===== src/rtl/cascnt_pkg.sv =====
package cascnt_pkg;

  typedef enum logic [1:0] {
    MODE_HOLD  = 2'd0,
    MODE_COUNT = 2'd1,
    MODE_LOAD  = 2'd2,
    MODE_CLEAR = 2'd3
  } slice_mode_e;

  // Resolve the slice controls in fixed priority: clear, then load, then count.
  function automatic slice_mode_e pick_mode(input logic clr_n, input logic ld_n,
                                            input logic en_par, input logic en_chain);
    if (!clr_n)                  return MODE_CLEAR;
    else if (!ld_n)              return MODE_LOAD;
    else if (en_par && en_chain) return MODE_COUNT;
    else                         return MODE_HOLD;
  endfunction

endpackage


===== src/rtl/cascnt_slice_ctrl.sv =====
module cascnt_slice_ctrl
  import cascnt_pkg::*;
(
  input  logic        clr_n,
  input  logic        ld_n,
  input  logic        en_par,
  input  logic        en_chain,
  output slice_mode_e mode
);

  always_comb mode = pick_mode(clr_n, ld_n, en_par, en_chain);

endmodule


===== src/rtl/cascnt_slice.sv =====
module cascnt_slice
  import cascnt_pkg::*;
#(
  parameter int W = 4
) (
  input  logic         clk,
  input  logic         clr_n,
  input  logic         ld_n,
  input  logic         en_par,
  input  logic         en_chain,
  input  logic [W-1:0] d,
  output logic [W-1:0] q,
  output logic         tc
);

  slice_mode_e mode;
  logic [W-1:0] q_r;

  cascnt_slice_ctrl u_ctrl (
    .clr_n    (clr_n),
    .ld_n     (ld_n),
    .en_par   (en_par),
    .en_chain (en_chain),
    .mode     (mode)
  );

  always_ff @(posedge clk) begin
    case (mode)
      MODE_CLEAR: q_r <= '0;
      MODE_LOAD:  q_r <= d;
      MODE_COUNT: q_r <= q_r + W'(1);
      default:    q_r <= q_r;
    endcase
  end

  assign q  = q_r;
  // Terminal carry: all ones, qualified by the chain enable only.
  assign tc = (&q_r) & en_chain;

endmodule


===== src/rtl/cascade_counter.sv =====
module cascade_counter #(
  parameter int SLICE_W    = 4,
  parameter int NUM_SLICES = 2
) (
  input  logic                          clk,
  input  logic                          clr_n,
  input  logic                          ld_n,
  input  logic [SLICE_W*NUM_SLICES-1:0] load_val,
  input  logic                          cnt_en,
  output logic [SLICE_W*NUM_SLICES-1:0] count,
  output logic                          term_carry
);

  localparam int CNT_W = SLICE_W * NUM_SLICES;

  // Chain enable into each slice; entry NUM_SLICES is the final carry.
  logic [NUM_SLICES:0]   chain_en;
  logic [NUM_SLICES-1:0] par_en;
  logic [CNT_W-1:0]      count_w;

  assign chain_en[0] = cnt_en;

  for (genvar i = 0; i < NUM_SLICES; i++) begin : g_slice
    if (i == 0) begin : g_low
      assign par_en[i] = cnt_en;
    end else begin : g_high
      assign par_en[i] = 1'b1;
    end

    cascnt_slice #(.W(SLICE_W)) u_slice (
      .clk      (clk),
      .clr_n    (clr_n),
      .ld_n     (ld_n),
      .en_par   (par_en[i]),
      .en_chain (chain_en[i]),
      .d        (load_val[i*SLICE_W +: SLICE_W]),
      .q        (count_w[i*SLICE_W +: SLICE_W]),
      .tc       (chain_en[i+1])
    );
  end

  assign count      = count_w;
  assign term_carry = chain_en[NUM_SLICES];

endmodule


===== config.mk =====
export PLATFORM = sky130hd
export DESIGN_NAME = cascade_counter
export DESIGN_NICKNAME = d
export VERILOG_FILES = /design/src/rtl/cascnt_pkg.sv /design/src/rtl/cascnt_slice_ctrl.sv /design/src/rtl/cascnt_slice.sv /design/src/rtl/cascade_counter.sv
export SDC_FILE = /design/constraint.sdc
export NUM_CORES = 1
export LEC_CHECK = 0
export BUFFER_PORTS_ARGS = -buffer_cell sky130_fd_sc_hd__buf_4
export CAP_MARGIN = 20
export CORE_AREA = 2 2 39 41
export DETAILED_ROUTE_END_ITERATION = 8
export DIE_AREA = 0 0 41 43
export PLACE_DENSITY_LB_ADDON = 0.05
export REMOVE_ABC_BUFFERS = 1
export SETUP_SLACK_MARGIN = 0.3
export SLEW_MARGIN = 40
export SYNTH_ARGS = -nofsm -noshare
export SYNTH_HDL_FRONTEND = slang
export SYNTH_SLANG_ARGS = --single-unit

===== constraint.sdc =====
create_clock -name clk -period 1.7 [get_ports clk]
set_input_delay 0.34 -clock clk [delete_from_list [all_inputs] [get_ports clk]]
set_output_delay 0.34 -clock clk [all_outputs]
set_load 0.01 [all_outputs]

# Yosys cells after proc, flatten, opt, wreduce, memory -nomap -nowiden
# Index checks and enable logic that the tools add are counted.
[word_totals]
reg_bits = 8
in_bits = 12
output_inout_bits = 9
word_cells = 24
[classes]
add_sub_neg = 2
n_eq_ne = 6
mux = 8
bitwise = 2
reduce_logical = 4
[op_table]
columns = ["op", "n"]
rows = [
  ["4-bit case mux with 3 select lines", 2],
  ["4-bit by 1-bit adder with 4-bit output (second input constant)", 2],
  ["2-bit equality test (second input constant)", 4],
  ["2-bit 2-to-1 mux", 4],
  ["4-bit AND reduction", 2],
  ["3-bit nonzero test", 2],
  ["2-bit by 1-bit equality test with 1-bit output (second input constant)", 2],
  ["1-bit bitwise AND", 2],
  ["1-bit 2-to-1 mux", 2],
]

# Depth between registers and ports, before layout
# Gate-level depths: netlist (run 1).
[depth]
ltp_word = 7
mapped_depth = 4
ltp_nobuf = 4

# By module
# A second synthesis (run 1) with hierarchy kept.
[unflattened]
hier_cells = 57
hier_area_um2 = 581.8
[by_module_without_submodules]
columns = ["mod", "instances", "cells_each", "area_per_inst_um2", "seq_area_each_um2"]
rows = [
  ["cascnt_slice", 2, 25, 276.5, 120.1],
  ["cascnt_slice_ctrl", 2, 3, 12.5, 0.0],
  ["cascade_counter", 1, 1, 3.8, 0.0],
]

# Worst setup path before layout (run 1)
# No wires, ideal clock.
[synth_path]
path_kind = "reg2out"
from = "register g_slice[0].u_slice.q_r[0]"
to = "output term_carry"
arrival_ns = 1.007
t_required_ns = 1.360
slack_ns = 0.353
stages_incl_launch_ff = 4
path_buffers = 0
cell_sequence = "edfxtp_1 -> ha_1 -> nand4_4 -> nor2_1"
[synth_between]
elab_chain_cells = 3
[synth_rtl]
columns = ["element", "line_no", "source"]
rows = [
  ["start, declared", "cascnt_slice.sv:17", "logic [W-1:0] q_r;"],
  ["start signal, assigned", "cascnt_slice.sv:31", "MODE_COUNT: q_r <= q_r + W'(1);"],
  ["start signal, assigned", "cascnt_slice.sv:32", "default: q_r <= q_r;"],
  ["4-bit AND reduction", "cascnt_slice.sv:38", "assign tc = (&q_r) & en_chain;"],
  ["1-bit bitwise AND (2 in a row)", "cascnt_slice.sv:38", ""],
  ["end, declared", "cascade_counter.sv:11", "output logic term_carry"],
]
# No other way between the ends.

# Final worst setup path (run 1)
[layout_path]
from = "register g_slice[0].u_slice.q_r[1]"
to = "output term_carry"
# Same word-level chain as after synthesis.

==> results of run 1 <==
[area by class of cell]
| cell class | count | area, um^2 |
|---|---|---|
| Inverter | 1 | 3.75 |
| Clock buffer | 3 | 22.5 |
| Sequential cell | 8 | 240 |
| Fill cell | 125 | 573 |
| Tap cell | 16 | 20.0 |
| Timing Repair Buffer | 30 | 233 |
| Multi-Input combinational cell | 38 | 292 |
[repair_timing]
| item | 4_1_cts | 5_1_grt |
|---|---|---|
| buffers inserted | 6 | 4 |
| pin swaps | 2 | 2 |
| hold endpoints to repair | 0 | 0 |
| setup endpoints to repair | 1 | 2 |
| gates resized for setup | 3 | 3 |
[placed cells by master (no fill, tap or decap), drive strengths merged]
| master | n |
|---|---|
| buf | 30 |
| nor2b | 3 |
| nor3b | 2 |
| nand3 | 7 |
| nand2b | 3 |
| and2 | 1 |
| o31ai | 1 |
| o21a | 2 |
| nor2 | 1 |
| o21ai | 1 |
| clkbuf | 3 |
| a21boi | 3 |
| inv | 1 |
| nand4 | 1 |
| nand2 | 4 |
| nand3b | 1 |
| edfxtp | 8 |
| o22ai | 1 |
| ha | 2 |
| xor2 | 3 |
| or2 | 1 |
| xnor2 | 1 |
[cell usage after synthesis, types with 2 or more instances]
cell type,count
xor2_1,3
nor3b_2,2
nand2_1,4
edfxtp_1,8
a21boi_0,2
nor2b_1,3
nand2b_1,3
nand3_1,7
o21a_1,2
ha_1,2
[path summary, 6_finish.rpt]
path	cells after the start	slack, ps	end
hold / removal	3	360	g_slice[0].u_slice.q[3]$_DFFE_PP_
hold reg to reg	2	780	g_slice[0].u_slice.q[3]$_DFFE_PP_
setup reg to reg	5	330	g_slice[1].u_slice.q[1]$_DFFE_PP_
setup / recovery	4	210	term_carry
[power groups by stage]
stage | clock network [uW] | logic (uW) | registers, uW
2_1_floorplan | 0 | 33.6 | 259
3_3_place_gp | 0 | 95.4 | 254
3_5_place_dp | 0 | 95.5 | 255
4_1_cts | 150 | 114 | 250
5_1_grt | 159 | 137 | 252
6_report | 147 | 124 | 250
[stage by stage]
step	setup slack, ps	instances	power [uW]	area (um^2)	utilization, %
after floorplan	353	47	293	518	-
after global placement	328	83	350	688	49.7
after detailed placement	325	83	350	688	49.7
after CTS	202	92	513	771	55.7
after global routing	153	96	547	811	58.6
final	208	96	520	811	58.6
[routing by layer]
layer	track usage, %	vias up
li1	-	239
met1	17.7	222
met2	24.1	15
met3	4.71	4
met4	10.0	0
met5	0	-
[worst register-to-register path, delay by kind of cell (launching register included)]
kind / cells / cell delay, ps
DFF: 1 / 430
and+or+nand+nor: 2 / 260
adders and majority gates: 1 / 200
buffers and inverters: 1 / 150
AOI/OAI and AO/OA: 1 / 80
[kinds of logic after synthesis]
logic type	Yosys count	synth area share (%)
simple gates	24	29.8
xor+xnor	4	6.62
compound gates	8	10.6
flops	8	45.4
fa+ha+maj	2	4.73
buf+inv	3	2.84
==> impl_metrics.csv, run 1 <==
group,metric,value,unit
sta,grt_setup_unrepaired,"true",
worst_setup_path,critical-path-top-delay-family,"flip-flops",
finish,drive_gt1_share,48.8,%
route,met2_length,599,um
placed_design,hpwl,795,um
floorplan,core_area,1380,um^2
sta,hold_viol_final,0,
worst_setup_path,cp.required,1360,ps
synth,netlist-cell-type-count,23,
sta,fin_skew,3.61,ps
pwr,seqPwrFrac,48.0,%
clock_tree,clk_pin_slew_worst_paths,60,ps
sta,report.final.slew_viol_count,0,
sta,max_freq,670,MHz
grt,grt_overflow,0,
floorplan,ios,21,
sta,tightestPinTransition,216,ps
synth,syn_inst,49,
worst_setup_path,crit_path_end_kind,"primary output",
clock_tree,cts_buffers,3,
worst_setup_path,crit_chain,"ha_4 -> nand4_4 -> nor2_2 -> buf_4",
clock_tree,clock-sinks,8,
sta,timing.final.crit_period,1490,ps
route,met3_length,73,um
pwr,p_comb_share,23.8,%
synth,syn_area,529,um^2
clock_tree,clk_path_buf_depth,2,
worst_setup_path,startpoint,"g_slice[0].u_slice.q[1]$_DFFE_PP_",
pwr,p_sw_share,25.1,%
synth,synth_edf_count,8,
route,routed_via_density,5.00,
route,wl_met1,471,um
worst_setup_path,cp-start-kind,"flip-flop",
placed_design,numPortBuffers,20,
sta,fin_crit_sh,87.8,%
route,highest_layer,"met4",
pwr,power_density,641,nW/um^2
finish,diodes,0,
floorplan,rows,14,
sta,setup_viol,0,
route,dr.pass1.iters,3,
worst_hold_path,min_path_type,"input pin to flip-flop",
synth,synth_warnings,0,
synth,synth_top_area_cell,"edfxtp_1",
route,routed_wl,1170,um
finish,largest_reg_flops,8,
floorplan,die-area,1760,um^2
synth,synth_seq_area_share,45.4,%
sta,tns,0,ps
pwr,clkPwrFrac,28.2,%
synth,synth_top_area_share,45.4,%
worst_setup_path,crit_path_top_delay_cell,"edfxtp_1",
sta,whs,362,ps
route,ant_nets,0,
pwr,power.internal,389,uW
status,status,"finished clean",
synth,synth_top_cells_by_area,"edfxtp_1 45%, nand3_1 6.6%, xor2_1 5.0%, ha_1 4.7%, nor3b_2 4.7%",
grt,grt_pass1_wl,1810,um
worst_setup_path,path_buf_inv,1,
grt,grt_pass1_vias,448,
worst_setup_path,critPathMaxFanout,2,
clock_tree,insertion_delay,250,ps
sta,slew-limit-headroom,85.6,%
clock_tree,root_buffer,"clkbuf_4",
grt,antenna_found_initial,0,
pwr,leakagePower,0.000353,uW
worst_setup_path,worstSetupPathType,"flip-flop to primary output",
placed_design,routabilityCongestion,0.639,
job,drv_cap,0,
floorplan,initial_core_util,38.2,%
clock_tree,cts_tree,"built",
finish,syn_to_final_growth,53.2,%
pwr,p_sw,131,uW
synth,synthFlopType,"edfxtp_1",
grt,grtUsageTotal,15.7,%
synth,syn_avg_cell_area,10.8,um^2
route,routedWlPerCell,12.2,um
worst_setup_path,cp.arrival,1150,ps
finish,layout.nets,96,
floorplan,die_w,41,um
synth,ys_seq_elements,8,
worst_hold_path,min-delay-start,"load_val[3]",
worst_setup_path,max_stage_delay,430,ps
clock_tree,postCtsHoldBufs,0,
clock_tree,cts_max_level,1,
route,drt_iter0_drc,5,
grt,grt_max_degree,17,
route,dr_total_vias,480,
route,drc,0,
synth,async_flop_share,0,%
pwr,ir_worst_vdd,413,uV
floorplan,die_y,43,um
worst_setup_path,r2r_start,"g_slice[0].u_slice.q[1]$_DFFE_PP_",
Note: power is estimated with default switching activity, not from simulation.
==> inputs of run 2 (changes only) <==
GPL_TIMING_DRIVEN = 1   (was default)
SYNTH_HIERARCHICAL = 1   (was default)
==> impl_metrics.csv, run 2 <==
group,metric,value,unit
worst_hold_path,whs_path_depth,3,
worst_hold_path,whs_endpoint,"g_slice[1].u_slice/q[1]$_DFFE_PP_",
clock_tree,root_buffer,"clkbuf_4",
synth,netlist_top_cells_count,"8 x edfxtp_1, 8 x ha_1, 6 x inv_1, 6 x nand2_1, 6 x nand3_1",
finish,layout.nets,110,
floorplan,rows,14,
sta,worst_slack,-30.9,ps
worst_setup_path,ff2ff_setup_slack,10,ps
synth,synthSimpleGateAreaFrac,23.7,%
route,highest_layer,"met4",
floorplan,ios,21,
clock_tree,postCtsHoldBufs,0,
pwr,p_sw,144,uW
status,violations,"setup timing",
synth,synth_top_area_cell,"edfxtp_1",
worst_setup_path,rr_worst_depth,8,
synth,synth_adder_area_share,17.2,%
synth,muxShareOfSynthArea,0,%
synth,synthFlopType,"edfxtp_1",
worst_setup_path,r2r_start,"g_slice[0].u_slice/q[0]$_DFFE_PP_",
grt,grtUsageTotal,18.6,%
finish,layout.cells.most_common_list,"22 x buf_4, 8 x edfxtp_1, 6 x nand3_1, 6 x buf_6, 5 x nand2_1",
floorplan,die_y,43,um
pwr,seqPwrFrac,45.0,%
status,status,"finished with violations",
finish,drive_gt1_share,47.7,%
floorplan,die-area,1760,um^2
sta,timing.final.crit_period,1730,ps
worst_setup_path,crit_path_end_kind,"primary output",
clock_tree,clk_path_buf_depth,2,
finish,final_common_cell,"buf_4",
synth,synth_seq_area_share,41.3,%
route,ant_nets,0,
sta,fin_crit_sh,102,%
finish,fill_cells,121,
sta,report.final.slew_viol_count,0,
route,dr.pass1.iters,4,
placed_design,routabilityCongestion,0.647,
worst_setup_path,critPathMaxFanout,2,
synth,synth_warnings,6,
worst_hold_path,min_path_type,"input pin to flip-flop",
sta,setup_viol,1,
route,wl_met1,486,um
route,routedWlPerCell,12.9,um
finish,syn_to_final_growth,55.5,%
pwr,power_density,614,nW/um^2
synth,syn_avg_cell_area,10.2,um^2
route,met2_length,732,um
synth,async_flop_share,0,%
synth,synth_top_family_by_area,"simple AND/OR/NAND/NOR gates",
worst_setup_path,cp-start-kind,"flip-flop",
route,met3_length,105,um
finish,largest_reg_flops,8,
synth,synth-compound-area-share,10.3,%
worst_setup_path,worstSetupPathType,"flip-flop to primary output",
route,routed_wl,1340,um
worst_hold_path,min-delay-start,"load_val[5]",
clock_tree,insertion_delay,250,ps
floorplan,initial_core_util,42.0,%
synth,synth_xor_area_share,3.01,%
sta,hold_viol_final,0,
pwr,power.internal,411,uW
placed_design,placed_cell_area,797,um^2
route,drt_iter0_drc,3,
worst_setup_path,cp.arrival,1390,ps
worst_setup_path,r2r-end,"g_slice[1].u_slice/q[3]$_DFFE_PP_",
synth,synth_top_cells_by_area,"edfxtp_1 41%, ha_1 17%, nand3_1 5.2%, a22oi_1 5.2%, nor2b_1 4.3%",
synth,synth_top_area_share,41.3,%
clock_tree,clock-sinks,8,
clock_tree,cts_tree,"built",
grt,grt_pass1_vias,549,
synth,ys_seq_elements,8,
route,dr_total_vias,534,
finish,final_area,905,um^2
finish,diodes,0,
grt,grt_max_degree,7,
route,routed_via_density,5.13,
worst_setup_path,cp.required,1360,ps
pwr,ir_worst_vdd,442,uV
grt,antenna_found_initial,0,
synth,syn_area,582,um^2
sta,fin_skew,1.02,ps
floorplan,die_w,41,um
pwr,leakagePower,0.000419,uW
placed_design,numPortBuffers,20,
pwr,p_sw_share,25.9,%
pwr,clkPwrFrac,25.3,%
pwr,p_comb_share,29.7,%
grt,grt_pass1_wl,2190,um
sta,max_freq,578,MHz
placed_design,hpwl,1080,um
synth,netlist-cell-type-count,15,
synth,synth_edf_count,8,
clock_tree,cts_buffers,3,
grt,grt_overflow,0,
job,drv_cap,0,
clock_tree,clk_pin_slew_worst_paths,50,ps
sta,whs,439,ps
route,drc,0,
sta,tns,-30.9,ps
synth,syn_inst,57,
floorplan,core_area,1380,um^2
sta,grt_setup_unrepaired,"true",
clock_tree,cts_max_level,1,
run 2: routing by layer:
metal | up-vias | GRT usage, %
met2 | 20 | 35.0
met1 | 243 | 16.7
met3 | 2 | 9.42
li1 | 269 | -
met5 | - | 0
met4 | 0 | 2.00
run 2: power by group through the flow:
stage | Sequential [uW] | Clock (uW) | Combinational [uW]
global placement | 252 | 0 | 135
detailed placement | 253 | 0 | 137
global route | 252 | 168 | 180
CTS | 250 | 145 | 155
finish | 250 | 140 | 165
floorplan | 262 | 0 | 52.7
run 2: worst max path at each step:
stage | depth (start not counted) | to | slack [ps] | start
global route | 5 | term_carry | -110 | g_slice[0].u_slice/q[1]$_DFFE_PP_
finish | 5 | term_carry | -30 | g_slice[0].u_slice/q[0]$_DFFE_PP_
CTS | 5 | term_carry | -40 | g_slice[0].u_slice/q[1]$_DFFE_PP_
detailed placement | 8 | g_slice[1].u_slice/q[3]$_DFFE_PP_ | -90 | g_slice[0].u_slice/q[1]$_DFFE_PP_
global placement | 8 | g_slice[1].u_slice/q[3]$_DFFE_PP_ | -20 | g_slice[0].u_slice/q[0]$_DFFE_PP_
floorplan | 8 | g_slice[1].u_slice/q[3]$_DFFE_PP_ | -50 | g_slice[0].u_slice/q[0]$_DFFE_PP_
run 2: cells by family after synthesis:
kind of cell,count (synthesis)
xor gates and xnor gates,2
DFF,8
adders and majority gates,8
and+or+nand+nor,24
other,1
buffers and inverters,6
AOI/OAI and AO/OA,8
run 2: area by class of cell:
| cell class | count | area (um^2) | area share [%] |
|---|---|---|---|
| Timing Repair Buffer | 28 | 233 | 25.7 |
| Clock buffer | 3 | 22.5 | 2.49 |
| Tap cell | 16 | 20.0 | 2.21 |
| Multi-Input combinational cell | 43 | 364 | 40.2 |
| Inverter | 6 | 25.0 | 2.77 |
| Sequential cell | 8 | 240 | 26.6 |
run 2: per-stage QoR:
step                util (%)  setup WS, ps  total power [uW]  cells
finish                  65.4         -30.9               555    104
global route            65.4          -108               600    104
CTS                     63.6         -38.0               549    103
detailed placement      57.6         -87.5               390     99
global placement        57.6         -16.0               387     99
floorplan                  -         -50.6               315     57
run 2: repair_timing:
item | CTS | global route
setup buffers | 1 | 1
pin swaps | 5 | 2
resized for setup | 15 | 5
endpoints found under the setup margin | 9 | 10
run 2: critical path: stages, from the launching register on:
cell and delay (ps):
edfxtp_1 350, ha_2 190, and4_4 210, buf_6 90, and4_4 210, buf_6 90
==> inputs of run 3 (changes only) <==
ABC_AREA = 1   (was default)
==> impl_metrics.csv, run 3 <==
group,metric,value,unit
clock_tree,root_buffer,"clkbuf_4",
floorplan,die-area,1760,um^2
synth,ys_seq_elements,8,
finish,layout.nets,124,
worst_setup_path,worstSetupPathType,"flip-flop to flip-flop",
finish,utilization,67.2,%
worst_setup_path,crit_path_end_kind,"flip-flop",
pwr,power_density,618,nW/um^2
worst_setup_path,cp.required,1790,ps
grt,grtUsageTotal,20.2,%
worst_setup_path,critical-path-top-delay-family,"adder cells",
grt,grt_pass1_wl,2350,um
grt,antenna_found_initial,0,
floorplan,ios,21,
route,drt_iter0_drc,12,
finish,syn_to_final_growth,57.1,%
sta,timing.final.crit_period,1640,ps
floorplan,rows,14,
status,status,"finished clean",
synth,syn_avg_cell_area,8.11,um^2
sta,setup_viol,0,
grt,grt_pass1_vias,560,
route,ant_nets,0,
clock_tree,clock-sinks,8,
sta,worst_slack,55.9,ps
grt,grt_max_degree,6,
sta,hold_viol_final,0,
worst_setup_path,path_buf_inv,2,
worst_setup_path,critPathMaxFanout,4,
clock_tree,clk_path_buf_depth,2,
route,routed_wl,1610,um
synth,syn_area,592,um^2
synth,yosysMostFrequentCell,"nand2_1",
finish,final_common_cell,"buf_4",
clock_tree,cts_tree,"built",
placed_design,post-place-ws,40.6,ps
placed_design,dp.cells,112,
floorplan,die_y,43,um
worst_setup_path,r2r_start,"g_slice[0].u_slice/q[0]$_DFFE_PP_",
finish,drive_gt1_share,48.0,%
route,dr_total_vias,587,
placed_design,numPortBuffers,20,
worst_hold_path,min-delay-start,"load_val[0]",
worst_setup_path,crit_chain,"ha_2 -> nand2_2 -> nor2_4 -> nand3_2 -> nand2_4 -> inv_4 -> ha_4 -> clkinv_4 -> a21oi_2",
sta,tns,0,ps
worst_hold_path,whs_path_depth,3,
finish,layout.cells.most_common_list,"23 x buf_4, 18 x nand2_1, 8 x edfxtp_1, 6 x nor2_1",
synth,async_flop_share,0,%
floorplan,core_area,1380,um^2
route,dr.pass1.iters,4,
clock_tree,cts_max_level,1,
route,routedWlPerCell,13.6,um
synth,synth_top_area_cell,"edfxtp_1",
finish,fill_cells,111,
finish,diodes,0,
synth,netlist-cell-type-count,13,
worst_setup_path,cp.arrival,1740,ps
worst_setup_path,rr_worst_depth,9,
pwr,leakagePower,0.000420,uW
clock_tree,insertion_delay,250,ps
synth,synth_top_cells_by_area,"edfxtp_1 41%, ha_1 17%, nand2_1 13%, nand3_1 5.1%, inv_1 5.1%",
sta,max_freq,608,MHz
worst_setup_path,max_stage_delay,360,ps
placed_design,placed_cell_area,785,um^2
clock_tree,cts_buffers,3,
worst_hold_path,whs_endpoint,"g_slice[0].u_slice/q[0]$_DFFE_PP_",
sta,fin_crit_sh,96.7,%
floorplan,initial_core_util,42.8,%
synth,syn_inst,73,
job,drv_cap,0,
route,routed_via_density,4.97,
pwr,ir_worst_vdd,408,uV
worst_setup_path,cp-start-kind,"flip-flop",
worst_setup_path,ff2ff_setup_slack,60,ps
synth,synth_top_area_share,40.6,%
worst_setup_path,cp.depth,9,
worst_setup_path,crit_path_top_delay_cell,"edfxtp_1",
floorplan,die_w,41,um
route,drc,0,
placed_design,hpwl,1030,um
worst_hold_path,min_path_type,"input pin to flip-flop",
sta,grt_setup_unrepaired,"true",
synth,synth_warnings,6,
sta,fin_skew,8.17,ps
sta,report.final.slew_viol_count,0,
finish,finalNonFillerCells,118,
finish,largest_reg_flops,8,
grt,grt_overflow,0,
synth,synthFlopType,"edfxtp_1",
synth,synth_edf_count,8,
worst_setup_path,r2r-end,"g_slice[1].u_slice/q[3]$_DFFE_PP_",
synth,synth_seq_area_share,40.6,%
clock_tree,clk_pin_slew_worst_paths,60,ps
finish,final_area,930,um^2
synth,netlist_top_cells_count,"20 x nand2_1, 8 x edfxtp_1, 8 x ha_1, 8 x inv_1, 8 x nor2_1",
placed_design,routabilityCongestion,0.838,
## run 3: cell count changes in the layout (fill, tap and decap cells not counted), sizes merged, moves of 4 or more
| cell | change |
|---|---|
| nor2b | -4 |
| inv | +4 |
| a21oi | +6 |
| nor2 | +8 |
| a22oi | -4 |
| nand2 | +14 |
## run 3: how the worst max path moves through the flow
stage,start,to,slack (ps)
after global routing,g_slice[0].u_slice/q[0]$_DFFE_PP_,g_slice[1].u_slice/q[3]$_DFFE_PP_,-10
after global placement,g_slice[0].u_slice/q[1]$_DFFE_PP_,g_slice[1].u_slice/q[0]$_DFFE_PP_,50
after floorplan,g_slice[0].u_slice/q[0]$_DFFE_PP_,g_slice[1].u_slice/q[0]$_DFFE_PP_,30
after CTS,g_slice[0].u_slice/q[0]$_DFFE_PP_,term_carry,130
after detailed placement,g_slice[0].u_slice/q[1]$_DFFE_PP_,g_slice[1].u_slice/q[0]$_DFFE_PP_,40
final,g_slice[0].u_slice/q[0]$_DFFE_PP_,g_slice[1].u_slice/q[3]$_DFFE_PP_,60
## run 3: repair_timing
item	CTS	global route
pin swaps	6	2
setup buffers	2	1
hold buffers	0	0
resized for setup	15	11
setup endpoints to repair	9	10
## run 3: kinds of logic (layout without fill, tap and decap cells)
group,after synthesis,after routing,share of synthesized area (%)
buffers and inverters,12,41,7.61
adders and majority gates,8,8,16.9
AOI/OAI and AO/OA,8,8,9.30
and+or+nand+nor,36,36,24.9
DFF,8,8,40.6
other,1,1,0.634
## run 3: report_power, final
group	leakage, uW	switching [uW]	total [uW]	internal [uW]
clock network	0.0000138	65.6	146	80.9
logic	0.000314	85.2	175	89.8
registers	0.0000923	15.8	253	237
total	0.000420	167	574	408
## run 3: per-stage QoR
| step | hold slack, ps | total power (uW) |
|---|---|---|
| floorplan | 559 | 318 |
| global placement | 662 | 386 |
| detailed placement | 659 | 389 |
| CTS | 395 | 558 |
| global route | 403 | 605 |
| finish | 409 | 574 |
## run 3: metal layers
metal | global-route usage [%] | part of all wire, % | up-vias
met2 | 27.5 | 51 | 18
met4 | 12.0 | 1.1 | 0
li1 | - | - | 298
met1 | 28.9 | 44 | 267
met5 | 0 | 0 | -
met3 | 3.66 | 4.2 | 4
## run 3: final cells by class
type / count / area, um^2 / share of cell area [%]
sequential: 8 / 240 / 25.8
tap: 16 / 20.0 / 2.15
inverter: 12 / 55.1 / 5.92
clock buffer: 3 / 22.5 / 2.42
multi-input combinational: 53 / 385 / 41.5
timing repair buffer: 26 / 206 / 22.2
## run 3: worst reg2reg max path, delay by kind of cell, from the launching register on
kind	cells	cell delay [ps]
simple gates	4	390
buf+inv	2	120
compound gates	1	140
flops	1	360
fa+ha+maj	2	470
